`config.mk`:
```
export PLATFORM = sky130hd
export DESIGN_NAME = evict_reuse_pred
export DESIGN_NICKNAME = d
export VERILOG_FILES = /design/src/rtl/evf_pkg.sv /design/src/rtl/evf_hash.sv /design/src/rtl/evf_bitarray.sv /design/src/rtl/evf_clear_ctl.sv /design/src/rtl/evict_reuse_pred.sv
export SDC_FILE = /design/constraint.sdc
export NUM_CORES = 2
export LEC_CHECK = 0
export ABC_AREA = 1
export BUFFER_PORTS_ARGS = -buffer_cell sky130_fd_sc_hd__buf_2
export CAP_MARGIN = 5
export CORE_MARGIN = 8
export CORE_UTILIZATION = 35
export CTS_CLUSTER_DIAMETER = 100
export DETAILED_ROUTE_END_ITERATION = 16
export HOLD_SLACK_MARGIN = 0.05
export SYNTH_ARGS = -nofsm -noshare
export SYNTH_HDL_FRONTEND = slang
export SYNTH_SLANG_ARGS = --single-unit
```
`constraint.sdc`:
```
create_clock -name clk_i -period 2.5 [get_ports clk_i]
set_input_delay 0.75 -clock clk_i [delete_from_list [all_inputs] [get_ports clk_i]]
set_output_delay 0.75 -clock clk_i [all_outputs]
set_load 0.005 [all_outputs]
```
`src/rtl/evf_pkg.sv`:
```
package evf_pkg;
  parameter int unsigned ADDR_W    = 32;
  parameter int unsigned FILT_BITS = 1024;
  parameter int unsigned CNT_W     = 16;
  parameter int unsigned NHASH     = 2;
endpackage

```
`src/rtl/evf_hash.sv`:
```
module evf_hash #(
  parameter int unsigned ADDR_W  = 32,
  parameter int unsigned IDX_W   = 10,
  parameter int unsigned VARIANT = 0
) (
  input  logic [ADDR_W-1:0] addr_i,
  output logic [IDX_W-1:0]  idx_o
);
  localparam int unsigned NSLICE = (ADDR_W + IDX_W - 1) / IDX_W;
  localparam int unsigned PAD_W  = NSLICE * IDX_W;

  logic [ADDR_W-1:0] src;
  logic [PAD_W-1:0]  padded;

  generate
    if (VARIANT == 0) begin : g_plain
      assign src = addr_i;
    end else begin : g_rev
      for (genvar i = 0; i < ADDR_W; i++) begin : g_bit
        assign src[i] = addr_i[ADDR_W-1-i];
      end
    end
  endgenerate

  assign padded = PAD_W'(src);

  always_comb begin
    idx_o = '0;
    for (int s = 0; s < NSLICE; s++) begin
      idx_o ^= padded[s*IDX_W +: IDX_W];
    end
  end
endmodule

```
`src/rtl/evf_bitarray.sv`:
```
module evf_bitarray #(
  parameter int unsigned FILT_BITS = 1024,
  parameter int unsigned NHASH     = 2,
  localparam int unsigned IDX_W    = $clog2(FILT_BITS)
) (
  input  logic             clk_i,
  input  logic             rst_ni,
  input  logic             set_en_i,
  input  logic [IDX_W-1:0] set_idx_i [NHASH],
  input  logic             wipe_i,
  input  logic [IDX_W-1:0] qry_idx_i [NHASH],
  output logic             hit_o
);
  logic [FILT_BITS-1:0] bits_q;
  logic [FILT_BITS-1:0] set_mask;

  always_comb begin
    set_mask = '0;
    for (int k = 0; k < NHASH; k++) set_mask[set_idx_i[k]] = 1'b1;
  end

  always_ff @(posedge clk_i or negedge rst_ni) begin
    if (!rst_ni)       bits_q <= '0;
    else if (wipe_i)   bits_q <= '0;
    else if (set_en_i) bits_q <= bits_q | set_mask;
  end

  // all k bits must be set
  always_comb begin
    hit_o = 1'b1;
    for (int k = 0; k < NHASH; k++) hit_o &= bits_q[qry_idx_i[k]];
  end

  generate
    for (genvar k = 0; k < NHASH; k++) begin : g_chk
      assert_insert_kept_R1: assert property (@(posedge clk_i) disable iff (!rst_ni)
        set_en_i && !wipe_i |=> bits_q[$past(set_idx_i[k])]);
    end
  endgenerate

  assert_wipe_all_R8: assert property (@(posedge clk_i) disable iff (!rst_ni)
    wipe_i |=> bits_q == '0);

  assert_no_decay_R10: assert property (@(posedge clk_i) disable iff (!rst_ni)
    !wipe_i |=> (($past(bits_q) & ~bits_q) == '0));
endmodule

```
`src/rtl/evf_clear_ctl.sv`:
```
module evf_clear_ctl #(
  parameter int unsigned CNT_W = 16
) (
  input  logic             clk_i,
  input  logic             rst_ni,
  input  logic             ins_i,
  input  logic             clr_i,
  input  logic [CNT_W-1:0] limit_i,
  output logic             set_en_o,
  output logic             wipe_o
);
  logic [CNT_W-1:0] count_q;
  logic [CNT_W-1:0] count_inc;
  logic             ins_fire;
  logic             at_limit;

  assign count_inc = count_q + CNT_W'(1);
  assign ins_fire  = ins_i & ~clr_i;
  assign at_limit  = ins_fire & (count_inc == limit_i);
  assign wipe_o    = clr_i | at_limit;
  assign set_en_o  = ins_fire & ~at_limit;

  always_ff @(posedge clk_i or negedge rst_ni) begin
    if (!rst_ni)       count_q <= '0;
    else if (wipe_o)   count_q <= '0;
    else if (ins_fire) count_q <= count_inc;
  end

  assert_clear_prio_R8: assert property (@(posedge clk_i) disable iff (!rst_ni)
    clr_i |-> wipe_o && !set_en_o);

  assert_clear_count_R8: assert property (@(posedge clk_i) disable iff (!rst_ni)
    clr_i |=> count_q == '0);

  assert_count_step_R7: assert property (@(posedge clk_i) disable iff (!rst_ni)
    set_en_o |=> count_q == $past(count_q) + CNT_W'(1));

  assert_idle_hold_R7: assert property (@(posedge clk_i) disable iff (!rst_ni)
    !ins_i && !clr_i |=> $stable(count_q));
endmodule

```
`src/rtl/evict_reuse_pred.sv`:
```
module evict_reuse_pred #(
  parameter int unsigned ADDR_W    = evf_pkg::ADDR_W,
  parameter int unsigned FILT_BITS = evf_pkg::FILT_BITS,
  parameter int unsigned CNT_W     = evf_pkg::CNT_W
) (
  input  logic              clk_i,
  input  logic              rst_ni,
  input  logic              evict_valid_i,
  input  logic [ADDR_W-1:0] evict_addr_i,
  input  logic              miss_valid_i,
  input  logic [ADDR_W-1:0] miss_addr_i,
  input  logic              clear_i,
  input  logic [CNT_W-1:0]  limit_i,
  output logic              pred_valid_o,
  output logic              pred_reuse_o
);
  localparam int unsigned NHASH = evf_pkg::NHASH;
  localparam int unsigned IDX_W = $clog2(FILT_BITS);

  logic [IDX_W-1:0] ev_idx [NHASH];
  logic [IDX_W-1:0] ms_idx [NHASH];
  logic set_en, wipe, hit;
  logic pred_valid_q, pred_reuse_q;

  generate
    for (genvar k = 0; k < NHASH; k++) begin : g_hash
      evf_hash #(.ADDR_W(ADDR_W), .IDX_W(IDX_W), .VARIANT(k)) u_ev_hash (
        .addr_i(evict_addr_i), .idx_o(ev_idx[k]));
      evf_hash #(.ADDR_W(ADDR_W), .IDX_W(IDX_W), .VARIANT(k)) u_ms_hash (
        .addr_i(miss_addr_i), .idx_o(ms_idx[k]));
    end
  endgenerate

  evf_clear_ctl #(.CNT_W(CNT_W)) u_clear_ctl (
    .clk_i, .rst_ni,
    .ins_i(evict_valid_i), .clr_i(clear_i), .limit_i,
    .set_en_o(set_en), .wipe_o(wipe));

  evf_bitarray #(.FILT_BITS(FILT_BITS), .NHASH(NHASH)) u_bitarray (
    .clk_i, .rst_ni,
    .set_en_i(set_en), .set_idx_i(ev_idx), .wipe_i(wipe),
    .qry_idx_i(ms_idx), .hit_o(hit));

  // lookup reads pre-update array state
  always_ff @(posedge clk_i or negedge rst_ni) begin
    if (!rst_ni) begin
      pred_valid_q <= 1'b0;
      pred_reuse_q <= 1'b0;
    end else begin
      pred_valid_q <= miss_valid_i;
      pred_reuse_q <= miss_valid_i & hit;
    end
  end

  assign pred_valid_o = pred_valid_q;
  assign pred_reuse_o = pred_reuse_q;

  assert_pred_timing_R3: assert property (@(posedge clk_i) disable iff (!rst_ni)
    miss_valid_i |=> pred_valid_o);

  assert_idle_low_R3: assert property (@(posedge clk_i) disable iff (!rst_ni)
    !pred_valid_o |-> !pred_reuse_o);

  assert_pre_update_R6: assert property (@(posedge clk_i) disable iff (!rst_ni)
    miss_valid_i && hit |=> pred_reuse_o);
endmodule

```
======== Word level (Yosys, flattened, before mapping) ========
Index checks and enable logic that the tools add are counted.
operators by class
  $add $sub $neg .......................... 1
  muxes and demuxes ....................... 12
  eq/ne operators ......................... 1
  bitwise logic cells ..................... 22
  reduce and logical (&&, ||, !) cells .... 4
  order comparisons ....................... 6
operators with widths
  kind                                                   count
  2-to-1 mux 1024 bit                                    2
  OR 1024 bit                                            2
  XOR 10 bit                                             8
  < comparator 10 x 11 -> 1 bit (second input constant)  4
  XOR 10 x 2 -> 10 bit                                   4
  2-to-1 mux 16 bit                                      2
  binary-select mux 1 bit (select 10 bit)                2
  demux 1 bit (select 10 bit)                            2
  >= comparator 10 x 1 -> 1 bit (second input constant)  2
  adder 16 x 1 -> 16 bit (second input constant)         1
  == test 16 bit                                         1
  bitwise AND 1 bit                                      5
  2-to-1 mux 1 bit                                       4
  nonzero test 2 bit                                     2
  logical AND 1 bit                                      2
  NOT 1 bit                                              2
  OR 1 bit                                               1
word-level totals
  output and inout port bits .............. 2
  register bits ........................... 1042

======== Depth between registers and ports, before layout ========
  word-level depth ........................ 11
  depth in mapped cells ................... 21

======== Modules after synthesis ========
A second synthesis with hierarchy kept.
second synthesis, totals
  cell total of the unflattened synthesis .. 10101
  area total of the unflattened synthesis .. 67427.2 µm²
by module, submodules not included
  module            times used  area an instance (µm²)  sequential area each (µm²)  cells each
  evf_bitarray      1           64196.6                 25624.6                     9426
  evf_hash          4           407.9                   0.0                         102
  evf_clear_ctl     1           1541.5                  400.4                       263
  evict_reuse_pred  1           57.6                    50.0                        4

======== Worst setup path before layout ========
Ideal clock, no wire load.
  path type ............................... input-to-reg
  start point ............................. input port evict_addr_i[18]
  end point ............................... register u_bitarray.bits_q[733]
  slack ................................... -0.221 ns
  arrival time ............................ 2.644 ns
  buffers on the path ..................... 1
  stages on the path ...................... 11
  path through ............................ xnor2_1 > xor2_1 > inv_1 > nor3_1 > inv_2 > nor2_1 > inv_1 > nor2_2 > buf_2 > a22oi_1 > a21oi_1
on the way
  cells in the longest elaborated chain, start to end .. 11
RTL lines
  element                                                                                                      RTL line               source
  from (decl)                                                                                                  evict_reuse_pred.sv:9  input logic [ADDR_W-1:0] evict_addr_i,
  XOR 10 bit (2 in a row)                                                                                      evf_hash.sv:30         idx_o ^= padded[s*IDX_W +: IDX_W];
  XOR 10 x 2 -> 10 bit                                                                                         evf_hash.sv:30
  < comparator 10 x 11 -> 1 bit (not written as such) / >= comparator 10 x 1 -> 1 bit (equally long branches)  evf_bitarray.sv:19     for (int k = 0; k < NHASH; k++) set_mask[set_idx_i[k]] = 1'b1;
  logical AND 1 bit (not written as such)                                                                      evf_bitarray.sv:19
  2-to-1 mux 1 bit (not written as such)                                                                       evf_bitarray.sv:19
  demux 1 bit (select 10 bit)                                                                                  --
  OR 1024 bit (no line) *                                                                                      --
  OR 1024 bit *                                                                                                evf_bitarray.sv:25     else if (set_en_i) bits_q <= bits_q | set_mask;
  2-to-1 mux 1024 bit *                                                                                        evf_bitarray.sv:25
  2-to-1 mux 1024 bit *                                                                                        evf_bitarray.sv:24     else if (wipe_i) bits_q <= '0;
  to (signal assigned)                                                                                         evf_bitarray.sv:25
  to (decl)                                                                                                    evf_bitarray.sv:14     logic [FILT_BITS-1:0] bits_q;
Mark *: on every way between the ends. The rest lies on a longest branch, timed or not. The select of a mux whose other input is x is not followed.
A chain may end at the register's enable or synchronous reset.

======== Worst setup path in the final report ========
  start point ............................. register u_clear_ctl.count_q[0]
  end point ............................... register u_bitarray.bits_q[414]
on the way
  cells in the longest elaborated chain, start to end .. 6
RTL lines
  element                       RTL line             source
  from (decl)                   evf_clear_ctl.sv:12  logic [CNT_W-1:0] count_q;
  from (signal assigned)        evf_clear_ctl.sv:26  else if (ins_fire) count_q <= count_inc;
  adder 16 x 1 -> 16 bit *      evf_clear_ctl.sv:17  assign count_inc = count_q + CNT_W'(1);
  == test 16 bit *              evf_clear_ctl.sv:19  assign at_limit = ins_fire & (count_inc == limit_i);
  bitwise AND 1 bit *           evf_clear_ctl.sv:19
  NOT 1 bit                     evf_clear_ctl.sv:21  assign set_en_o = ins_fire & ~at_limit;
  bitwise AND 1 bit             evf_clear_ctl.sv:21
  nonzero test 2 bit (no line)  --
Mark *: on every way between the ends. The rest lies on a longest branch, timed or not.

==> qor.csv <==
metric;value;unit
Syn Inst Count;8566;
number of global-route vias before repair;65300;
Synth warnings;0;
Starting Density;35.2;%
Setup CP Type;reg2reg;
run status;complete, but fails checks;
core area;174000;um2
failing checks;setup timing;
Worst EP required;3.13;ns
Pins Over Slew Limit;0;
CTS tree;yes;
Net Sw Frac;35.1;%
most common library cells after synthesis;nand3_1 (1788), nand2_1 (1532), dfrtp_1 (1042);
total CTS buffers;121;
combinational power share;31.9;%
clock power share;36.2;%
Psw;18.8;mW
Die Ht;434;um
final hold slack;0.230;ns
synth-to-layout area growth;35.9;%
synth top area cells;dfrtp_1 (43%), nand3_1 (15%), nand2_1 (9.4%), a21oi_1 (6.2%), nor2_1 (5.7%);
Core Rows;153;
Worst Slack Setup Final;-0.637;ns
maximum fanout along the worst path;8;
reported max-cap violation count;0;
grt ovf;0;
final wirelength;318000;um
I/O pin total;87;
relative slew slack;42.1;%
Leakage;33.5;nW
pre-CTS WS;-1.49;ns
Hold/Removal Path Class;in2reg;
Avg Inst Size Synth;7.14;um2
Sink Count;1042;
share of the synthesized area in the top cell type;42.6;%
clock transition at the registers of the reported paths;0.06;ns
Seq/Total Area, Yosys;42.6;%
DR vias;71000;
RSZ-0062 raised after global routing;true;
fraction of layout cells with a size suffix above 1;20.7;%
via density per instance;6.05;
cell total after placement;11400;
Worst IR Drop VDD;0.605;mV
synthesized flop and latch total;1042;
Critical Path Source Type;flop;
Layout Cells excl Fill;11700;
leading area contributor after synthesis;dfrtp_1;
asr flop ratio synth;100;%
CTS HTree Levels;3;
Die Wd;434;um
footprint of the multi-input gates;31200;um2
post-synth cell types;36;
# DRC;0;
most frequent cell after synthesis;nand3_1;
nature of the critical path endpoint;flop;
Final Power;53.4;mW
Clk Latency, worst-skew pair;0.80;ns
Post-synth EDFFs;0;
dpl hpwl;220000;um
Final Setup Violations;1041;
Tmin final;3.14;ns
Final Net Count;9399;
Setup TNS Final;-551.25;ns
dominant synthesized flop cell;dfrtp_1;
# port buffers;86;
Final GP Congestion;1.06;
GRT Resource Usage Total;31.1;%
global-route wire length before repair;439000;um
Worst-Margin Slew;0.860;ns
FMAX;319;MHz
pin count of the biggest net entering global routing;79;
Max Buffers Root-to-Sink;3;
Layout fillers;16600;
initial antenna violation count;14;
DIE AREA;188000;um2
Clock Tree Root;clkbuf_16;
TritonRoute pass-1 iters;9;
final period utilization;125;%
P_int;34.6;mW
Mapped Area;61100;um2
DRT iter0 DRCs;11100;
CP Data Arrival Time;3.77;ns
Detail Route Antenna Nets;0;
Clock Skew;0.0506;ns
final hold vios;0;
drt wl/cell;27.1;um
P per Cell Area;643;nW/um2
Seq pwr share;31.9;%
register cell area after layout;26100;um2
Post-Syn Nets;8652;
==> stage by stage <==
step                utilization (%)  area, um2
floorplan                         -      62300
global placement               42.7      74100
detailed placement             42.7      74100
CTS                            45.4      78900
global route                   47.9      83100
finish                         47.9      83100
==> power groups by stage <==
| stage | combinational, mW | sequential, mW | clock [mW] |
|---|---|---|---|
| after global routing | 17.4 | 17.0 | 20.1 |
| after detailed placement | 14.4 | 17.3 | 0 |
| after floorplan | 6.64 | 17.3 | 0 |
| final | 17.1 | 17.0 | 19.3 |
| after global placement | 14.3 | 17.3 | 0 |
| after CTS | 14.5 | 17.0 | 19.5 |
==> cell families after synthesis <==
family / after synthesis / share of synthesized area, %
and+or+nand+nor: 4291 / 30.2
AOI/OAI and AO/OA: 1648 / 16.3
xor gates and xnor gates: 64 / 0.917
DFF: 1042 / 42.6
adders and majority gates: 1 / 0.0205
buffers and inverters: 1520 / 9.95
==> sequential cells by signal (all words and copies together), names as in the netlist <==
name / cells
pred_reuse_o: 1
pred_valid_o: 1
u_bitarray.bits_q: 1024
u_clear_ctl.count_q: 16
==> worst max-delay path, cell delays in order, from the launching register on <==
cell and delay (ns):
dfrtp_1 0.39, ha_2 0.20, nand2_2 0.06, inv_2 0.08, nand3_4 0.08, nor2_4 0.13
nand4_1 0.18, nor3_2 0.24, xor2_1 0.30, nor2_1 0.12, nor4_4 0.17, nand3_2 0.19
nand2_8 0.16, buf_16 0.21, clkbuf_16 0.23, clkbuf_16 0.19, a21oi_2 0.03
==> worst paths after layout <==
| check | from | to | slack (ns) | cells after the start |
|---|---|---|---|---|
| setup / recovery | u_clear_ctl.count_q[0]$_DFFE_PN0P_ | u_bitarray.bits_q[414]$_DFFE_PN0P_ | -0.64 | 16 |
| hold / removal | miss_valid_i | pred_valid_o$_DFF_PN0_ | 0.23 | 1 |
| setup reg to reg | u_clear_ctl.count_q[0]$_DFFE_PN0P_ | u_bitarray.bits_q[414]$_DFFE_PN0P_ | -0.64 | 16 |
| hold reg to reg | u_bitarray.bits_q[156]$_DFFE_PN0P_ | u_bitarray.bits_q[156]$_DFFE_PN0P_ | 0.51 | 2 |
| max in group asynchronous | rst_ni | u_bitarray.bits_q[505]$_DFFE_PN0P_ | 0.94 | 4 |
| min in group asynchronous | rst_ni | u_bitarray.bits_q[962]$_DFFE_PN0P_ | 0.52 | 2 |
==> cell usage in the layout, fill, tap and decap left out, drive strengths merged, types with 219 or more instances in the layout <==
master  count
nor2      957
inv       817
buf      1253
o22ai     219
clkbuf    237
a22oi     222
nand3    1788
dfrtp    1042
o211ai    325
a21oi     752
nand2    1533
==> per-layer routing <==
metal / GRT usage [%] / vias to the layer above / routed length [um]
met1: 40.9 / 34100 / 120000
li1: - / 30400 / -
met3: 7.97 / 1293 / 40300
met5: 0 / - / 53
met4: 20.1 / 8 / 24900
met2: 45.2 / 5279 / 133000
==> what timing repair did <==
| item | in CTS | in global routing |
|---|---|---|
| hold buffers | 1 | 0 |
| gates cloned | 7 | 67 |
| gates resized for setup | 49 | 410 |
| pin swaps | 7 | 49 |
| buffers inserted | 11 | 66 |
| endpoints found under the hold margin | 9 | 0 |
| endpoints found under the setup margin | 1041 | 1041 |
==> area by class of cell <==
type / count / area share [%]
diodes: 10 / 0.0301
clock buffers: 178 / 4.31
clock inverters: 46 / 0.810
inverters: 829 / 3.81
multi-input cells: 6004 / 37.5
flip-flops and latches: 1042 / 31.4
well taps: 2325 / 3.50
repair buffers: 1314 / 18.6
repair inverters: 1 / 0.0136
(Power assumes the default switching activity.)
